**src/rtl/utx_pkg.sv**
```systemverilog
package utx_pkg;
  localparam int DMIN = 5;
  localparam int DMAX = 9;
  localparam int BYTEW = DMAX - 1;
  localparam int FW = DMAX + 4;
  localparam int CW = $clog2(FW + 1);
  localparam int LW = $clog2(DMAX + 1);

  typedef struct packed {
    logic [2:0] size;
    logic       par_en;
    logic       par_odd;
    logic       stop2;
  } utx_cfg_t;

  function automatic logic [LW-1:0] data_len(logic [2:0] code);
    if (int'(code) > DMAX - DMIN) return LW'(DMAX);
    return LW'(DMIN) + LW'(code);
  endfunction

  function automatic logic [DMAX-1:0] trim(logic [DMAX-1:0] d, logic [LW-1:0] n);
    logic [DMAX-1:0] r;
    r = d;
    for (int i = 0; i < DMAX; i++)
      if (i >= int'(n)) r[i] = 1'b0;
    return r;
  endfunction

  function automatic logic par_bit(logic [DMAX-1:0] d, logic [LW-1:0] n, logic odd);
    logic p;
    p = odd;
    for (int i = 0; i < DMAX; i++)
      if (i < int'(n)) p = p ^ d[i];
    return p;
  endfunction

  function automatic logic [CW-1:0] frame_len(logic [LW-1:0] n, logic pe, logic s2);
    return CW'(2 + int'(n) + int'(pe) + int'(s2));
  endfunction

  function automatic logic [FW-1:0] build_frame(logic [DMAX-1:0] d, utx_cfg_t c);
    logic [FW-1:0]   f;
    logic [LW-1:0]   n;
    logic [DMAX-1:0] m;
    n = data_len(c.size);
    m = trim(d, n);
    f = '1;
    f[0] = 1'b0;
    for (int i = 0; i < DMAX; i++)
      if (i < int'(n)) f[i+1] = m[i];
    if (c.par_en) f[int'(n)+1] = par_bit(m, n, c.par_odd);
    return f;
  endfunction
endpackage

```
**src/rtl/utx_holdreg.sv**
```systemverilog
module utx_holdreg
  import utx_pkg::*;
(
  input  logic             clk,
  input  logic             rst_n,
  input  logic             tx_en,
  input  logic             wr_data,
  input  logic [BYTEW-1:0] wr_byte,
  input  logic             wr_b9,
  input  logic             b9_val,
  input  logic             take,
  output logic             full,
  output logic [DMAX-1:0]  word,
  output logic             wr_ok
);
  logic            full_q;
  logic            b9_q;
  logic [DMAX-1:0] buf_q;

  assign wr_ok = wr_data & tx_en & ~full_q;
  assign full  = full_q;
  assign word  = buf_q;

  always_ff @(posedge clk) begin
    if (!rst_n) begin
      full_q <= 1'b0;
      b9_q   <= 1'b0;
      buf_q  <= '0;
    end else begin
      if (wr_b9) b9_q <= b9_val;
      if (wr_ok) begin
        buf_q  <= {b9_q, wr_byte};
        full_q <= 1'b1;
      end else if (take) begin
        full_q <= 1'b0;
      end
    end
  end

  // a held character is not disturbed by rejected or ninth-bit writes
  p_hold_stable_r4: assert property (@(posedge clk) disable iff (!rst_n)
    (full_q && !take) |=> $stable(buf_q));
  p_dre_drop_r4: assert property (@(posedge clk) disable iff (!rst_n)
    wr_ok |=> full_q);
endmodule

```
**src/rtl/utx_shifter.sv**
```systemverilog
module utx_shifter
  import utx_pkg::*;
(
  input  logic            clk,
  input  logic            rst_n,
  input  logic            tick,
  input  logic            load,
  input  logic [DMAX-1:0] word,
  input  utx_cfg_t        cfg,
  output logic            busy,
  output logic            last,
  output logic            line
);
  logic [FW-1:0] frame_q;
  logic [CW-1:0] cnt_q;

  assign busy = (cnt_q != '0);
  assign last = busy & tick & (cnt_q == CW'(1));
  assign line = busy ? frame_q[0] : 1'b1;

  always_ff @(posedge clk) begin
    if (!rst_n) begin
      frame_q <= '1;
      cnt_q   <= '0;
    end else if (load) begin
      frame_q <= build_frame(word, cfg);
      cnt_q   <= frame_len(data_len(cfg.size), cfg.par_en, cfg.stop2);
    end else if (busy && tick) begin
      frame_q <= {1'b1, frame_q[FW-1:1]};
      cnt_q   <= cnt_q - CW'(1);
    end
  end

  // a new frame enters only when the shifter is idle or finishing
  p_load_gap_r5: assert property (@(posedge clk) disable iff (!rst_n)
    load |-> (cnt_q == '0 || (tick && cnt_q == CW'(1))));
  // each new frame begins with a low start bit
  p_start_low_r2: assert property (@(posedge clk) disable iff (!rst_n)
    $rose(busy) |-> !line);
endmodule

```
**src/rtl/utx_linectl.sv**
```systemverilog
module utx_linectl (
  input  logic clk,
  input  logic rst_n,
  input  logic tx_en,
  input  logic pin_dir_out,
  input  logic buf_full,
  input  logic busy,
  input  logic last,
  input  logic txc_clr,
  output logic txc,
  output logic oe,
  output logic act
);
  logic act_q;
  logic txc_q;
  logic txc_set_ev;

  assign txc_set_ev = last & ~buf_full;
  assign act = act_q;
  assign txc = txc_q;
  assign oe  = act_q & pin_dir_out;

  always_ff @(posedge clk) begin
    if (!rst_n) begin
      act_q <= 1'b0;
      txc_q <= 1'b0;
    end else begin
      act_q <= tx_en | buf_full | busy;
      if (txc_set_ev)   txc_q <= 1'b1;
      else if (txc_clr) txc_q <= 1'b0;
    end
  end

  // completion only after the frame has left and nothing followed it
  p_txc_after_frame_r6: assert property (@(posedge clk) disable iff (!rst_n)
    $rose(txc_q) |-> !busy);
  // the pin is released once disabled and drained
  p_release_r9: assert property (@(posedge clk) disable iff (!rst_n)
    (!tx_en && !buf_full && !busy) |=> !oe);
  p_busy_active_r9: assert property (@(posedge clk) disable iff (!rst_n)
    busy |-> act_q);
endmodule

```
**src/rtl/utx_buffered.sv**
```systemverilog
module utx_buffered
  import utx_pkg::*;
(
  input  logic       clk,
  input  logic       rst_n,
  input  logic       tx_en,
  input  logic       pin_dir_out,
  input  logic       bit_tick,
  input  logic [2:0] cfg_size,
  input  logic       cfg_par_en,
  input  logic       cfg_par_odd,
  input  logic       cfg_stop2,
  input  logic       wr_data,
  input  logic [7:0] wr_byte,
  input  logic       wr_b9,
  input  logic       b9_val,
  input  logic       txc_clr,
  output logic       dre,
  output logic       txc,
  output logic       txd,
  output logic       txd_oe
);
  logic            buf_full;
  logic [DMAX-1:0] buf_word;
  logic            wr_ok;
  logic            load_ev;
  logic            busy;
  logic            last_ev;
  logic            line;
  logic            act;
  utx_cfg_t        cfg;

  assign cfg     = '{size: cfg_size, par_en: cfg_par_en, par_odd: cfg_par_odd, stop2: cfg_stop2};
  assign load_ev = buf_full & (~busy | last_ev);
  assign dre     = ~buf_full;
  assign txd     = line;

  utx_holdreg u_hold (
    .clk(clk), .rst_n(rst_n), .tx_en(tx_en), .wr_data(wr_data), .wr_byte(wr_byte),
    .wr_b9(wr_b9), .b9_val(b9_val), .take(load_ev), .full(buf_full), .word(buf_word),
    .wr_ok(wr_ok)
  );

  utx_shifter u_shift (
    .clk(clk), .rst_n(rst_n), .tick(bit_tick), .load(load_ev), .word(buf_word),
    .cfg(cfg), .busy(busy), .last(last_ev), .line(line)
  );

  utx_linectl u_line (
    .clk(clk), .rst_n(rst_n), .tx_en(tx_en), .pin_dir_out(pin_dir_out),
    .buf_full(buf_full), .busy(busy), .last(last_ev), .txc_clr(txc_clr),
    .txc(txc), .oe(txd_oe), .act(act)
  );

  // the pin is never driven while inactive
  p_oe_active_r10: assert property (@(posedge clk) disable iff (!rst_n)
    txd_oe |-> act);
  // a rejected write leaves the empty flag low
  p_reject_r4: assert property (@(posedge clk) disable iff (!rst_n)
    (wr_data && !wr_ok && buf_full && !load_ev) |=> !dre);
endmodule

```
**config.mk**
```make
export PLATFORM = sky130hd
export DESIGN_NAME = utx_buffered
export DESIGN_NICKNAME = d
export VERILOG_FILES = /design/src/rtl/utx_pkg.sv /design/src/rtl/utx_holdreg.sv /design/src/rtl/utx_shifter.sv /design/src/rtl/utx_linectl.sv /design/src/rtl/utx_buffered.sv
export SDC_FILE = /design/constraint.sdc
export NUM_CORES = 1
export LEC_CHECK = 0
export BUFFER_PORTS_ARGS = -buffer_cell sky130_fd_sc_hd__buf_2
export CAP_MARGIN = 0
export CORE_ASPECT_RATIO = 0.9
export CORE_MARGIN = 2
export CORE_UTILIZATION = 50
export CTS_CLUSTER_DIAMETER = 80
export CTS_CLUSTER_SIZE = 24
export DETAILED_ROUTE_END_ITERATION = 7
export PLACE_DENSITY = 0.77
export SLEW_MARGIN = 5
export SYNTH_ARGS = -nofsm -noshare
export SYNTH_HDL_FRONTEND = slang
export SYNTH_SLANG_ARGS = --single-unit
```
**constraint.sdc**
```tcl
create_clock -name clk -period 5.3 [get_ports clk]
set_input_delay 0.53 -clock clk [delete_from_list [all_inputs] [get_ports clk]]
set_output_delay 0.53 -clock clk [all_outputs]
set_load 0.005 [all_outputs]
```
==> metrics.md <==
| Metric | Value |
|---|---|
| Area grow syn2layout | 13.2% |
| Number of antenna-violating nets in the routed design | 0 |
| Layout cells sized above 1 | 16.4% |
| Total die area | 4330 sq um |
| Yosys warning total | 0 |
| Synth Area per Inst | approximately 7.6 sq um |
| CTS buffer count | 5 |
| Largest net degree at the start of global routing | 24 |
| Pre-CTS setup slack | 2.05 ns |
| H-tree depth | 2 |
| Post-cts resize count | 0 |
| Initial antenna violation count | 0 |
| Row cnt | 21 |
| Fin. max-slew vios | 0 |
| #FFs+latches synth | 30 |
| Synth cell types | 52 |
| Max IR drop VDD | 0.216 mV |
| Outcome | completed |
| Avg Vias per Cell | a little under 6 |
| First-pass GRT wire length | between 7000 and 8000 microns |
| DIE WIDTH | 69.2 microns |
| Port Buffers | 26 |
| Max stage delay on crit path | 0.54 ns |
| Worst r2r src | u_hold.word[6] |
| Final hold vios | 0 |
| Compound-Gate Fraction of Synth Area | 28.8% |
| Nets | ~300 |
| Hold Startpoint | u_hold.b9_q |
| Register area share after synthesis | about a third |
| Final Setup Violations | 0 |
| CP Capture Type | flop |
| Clock root buffer | clkbuf_8 |
| Vias in the first global route | ~1.6k |
| Simple-gate area share of the yosys netlist | a little under a quarter |
| DR iter-0 viols | 152 |
| CP Data Required Time | 5.44 ns |
| Slew HR | 49.6% |
| Post-DP HPWL | roughly 3400 microns |
| Largest family of logic cells by synthesized area | compound AO/OA/AOI/OAI gates |
| Core region area | between 3000 and 4000 sq um |
| Tot GR Track Use | between 20% and 30% |
| Die height | 62.6 microns |
| Slew @ Worst Pin | 0.755 ns |
| Mux contribution to synthesized area | 4.19% |
| EDFF count, synth | 0 |
| Worst skew pair latency | 0.29 ns |
| Gate count after technology mapping | 250 |
| Post-synthesis adder-cell area fraction | 4.32% |
| Crit path setup slack, layout | 2.25 ns |
| Crit path DAT | between 3 and 4 ns |
| Max Cap Viol | 0 |
| Max Freq | between 0.3 and 0.4 GHz |
| Period utilization | about 58% |
| Hold-critical path depth | 2 |
| CTS sink count | 30 |
| Setup_tns | 0 ns |
| Fin util | 58.4% |
| Pleak | between 0.0008 and 0.0009 uW |
| CP Launch Type | primary input |
| Worst reg2reg endpoint | u_shift.frame_q[2] |
| Crit path max fanout | 10 |
| TritonCTS clock tree | built |
| Total gr overflow | 0 |
| Drt drc | 0 |
| Post-CTS setup buffer count | 0 |
| Pwr Density | 403 nW/um^2 |
| R2R Setup Slk | a little under 3 ns |
| Worst Hold Endpoint | u_hold.word[8] |
| Asr flop ratio synth | 0% |
| DRT Pass-1 Iters | 7 |
| Clk pin slew, worst setup/hold paths | around 0.070 ns |
| # diodes | 0 |
| RSZ-0062 raised after global routing | no |
| Post-Syn Nets | between 200 and 300 |
| Post-synthesis xor/xnor area fraction | between 1.5 and 2% |
| Reg2reg path depth | 7 |
| Cts hold-fix bufs | 0 |
| Initial core utilization | roughly half |
| Via Count | 1876 |
| Primary FF master, synth | dfxtp_1 |
| Worst hold path class | flop to flop |
| Max Buffers Root-to-Sink | 2 |
| Period minus WS final | about 3 ns |
| Drt wl/cell | around 14 microns |
| Ports | 27 |
| Crit Path Class | primary input to flop |
| RD Place Congestion | between 0.9 and 1 |
| CP max-delay cell | a21boi_0 |
| Final WL | between 4000 and 5000 microns |
| Mapped Area | ~1900 sq um |
| Clock Skew | 0.00894 ns |
| CP cell instances | buf_2, inv_2, ha_1, a21boi_0, nand4_1, a211o_1, a2111o_1, a221oi_1, a311oi_1 |
==> worst max-delay path, delay by kind of cell <==
| family | cells | cell delay [ns] |
|---|---|---|
| AOI/OAI and AO/OA | 5 | 1.76 |
| adders and majority gates | 1 | 0.44 |
| buffers and inverters | 2 | 0.25 |
| and+or+nand+nor | 1 | 0.21 |
==> stage by stage <==
| step | total power, uW | hold WS, ns | cell area [sq um] | std cells |
|---|---|---|---|---|
| floorplan | 570 | 0.431 | 1910 | 250 |
| global placement | 640 | 0.446 | 2050 | 313 |
| detailed placement | 645 | 0.446 | 2050 | 313 |
| CTS | 870 | 0.455 | 2160 | 321 |
| global route | 934 | 0.481 | 2160 | 321 |
| finish | 873 | 0.457 | 2160 | 321 |
==> layer usage <==
metal / routed length, microns / vias to the layer above / global-route usage (%)
li1: - / 947 / -
met1: 2300 / 846 / 31.0
met2: 2030 / 68 / 33.7
met3: 242 / 15 / 4.68
met4: 69 / 0 / 7.60
met5: 0 / - / 0
==> area by class of cell <==
class	count	area [sq um]
Clock buffer	5	68.8
Clock inverter	3	40.0
Fill cell	369	1540
Inverter	17	63.8
Multi-Input combinational cell	193	1190
Sequential cell	30	601
Tap cell	46	57.6
Timing Repair Buffer	27	138
==> cells in the mapped netlist, types with 2 or more instances <==
| cell type | instances | share of area (%) |
|---|---|---|
| nand2_1 | 35 | 6.9 |
| dfxtp_1 | 30 | 31 |
| a21oi_1 | 22 | 5.8 |
| nor2_1 | 19 | 3.7 |
| inv_1 | 15 | 2.9 |
| a211oi_1 | 11 | 4.3 |
| nor2b_1 | 10 | 3.3 |
| o21ai_0 | 9 | 2.4 |
| a31oi_1 | 8 | 2.6 |
| mux2i_1 | 8 | 4.2 |
| nor3_1 | 6 | 1.6 |
| clkbuf_1 | 5 | 0.98 |
| ha_1 | 5 | 3.3 |
| o21ai_1 | 5 | 1.3 |
| nand3_1 | 4 | 1.0 |
| xnor2_1 | 4 | 1.8 |
| nand2b_1 | 3 | 0.98 |
| nor4_1 | 3 | 0.98 |
| o211ai_1 | 3 | 1.2 |
| o22ai_1 | 3 | 0.98 |
| a2111o_1 | 2 | 1.2 |
| a21o_1 | 2 | 0.79 |
| and2_1 | 2 | 0.65 |
| and3_1 | 2 | 0.65 |
| buf_2 | 2 | 0.52 |
| inv_2 | 2 | 0.39 |
| nand4_1 | 2 | 0.65 |
| o2111ai_1 | 2 | 0.92 |
| o211a_1 | 2 | 1.0 |
| or3_1 | 2 | 0.65 |
==> flip-flops by register name, summed over array words and instances, names as in the netlist <==
signal and count:
u_shift.frame_q 13, u_hold.b9_q 1, u_hold.word 9, u_shift.cnt_q 4, u_line.txc 1, u_hold.full 1
u_line.act 1
==> kinds of logic (layout without fill, tap and decap cells) <==
family | Yosys count | count (layout)
AND/OR/NAND/NOR | 93 | 93
AO/OA/AOI/OAI | 82 | 82
flip-flops | 30 | 30
buffers and inverters | 27 | 52
multiplexers | 8 | 8
adder cells (fa/ha/maj) | 6 | 6
XOR/XNOR | 4 | 4
==> power by group <==
part / internal [uW] / leakage, uW / switching, uW
sequential: 279 / 0.000246 / 33.5
clock: 138 / 0.0000579 / 88.1
combinational: 138 / 0.000554 / 195
==> worst max path at each step <==
stage | cells after the start | to | startpoint
floorplan | 10 | u_shift.frame_q[5] | cfg_size[0]
global placement | 10 | u_shift.frame_q[6] | cfg_size[0]
detailed placement | 10 | u_shift.frame_q[6] | cfg_size[0]
CTS | 10 | u_shift.frame_q[6] | cfg_size[0]
global route | 10 | u_shift.frame_q[6] | cfg_size[0]
finish | 9 | u_shift.frame_q[2] | cfg_size[0]
==> cells in the final DEF, fill, tap and decap left out, types with 3 or more instances in the layout <==
cell type	instances
a211oi_1	11
a21oi_1	22
a31oi_1	8
buf_2	26
clkbuf_8	5
dfxtp_1	30
ha_1	5
inv_1	15
mux2i_1	8
nand2_1	35
nand2b_1	3
nand3_1	4
nor2_1	19
nor2b_1	10
nor3_1	6
nor4_1	3
o211ai_1	3
o21ai_0	9
o21ai_1	5
o22ai_1	3
xnor2_1	4
No activity file was read; power rests on OpenSTA's default activity.
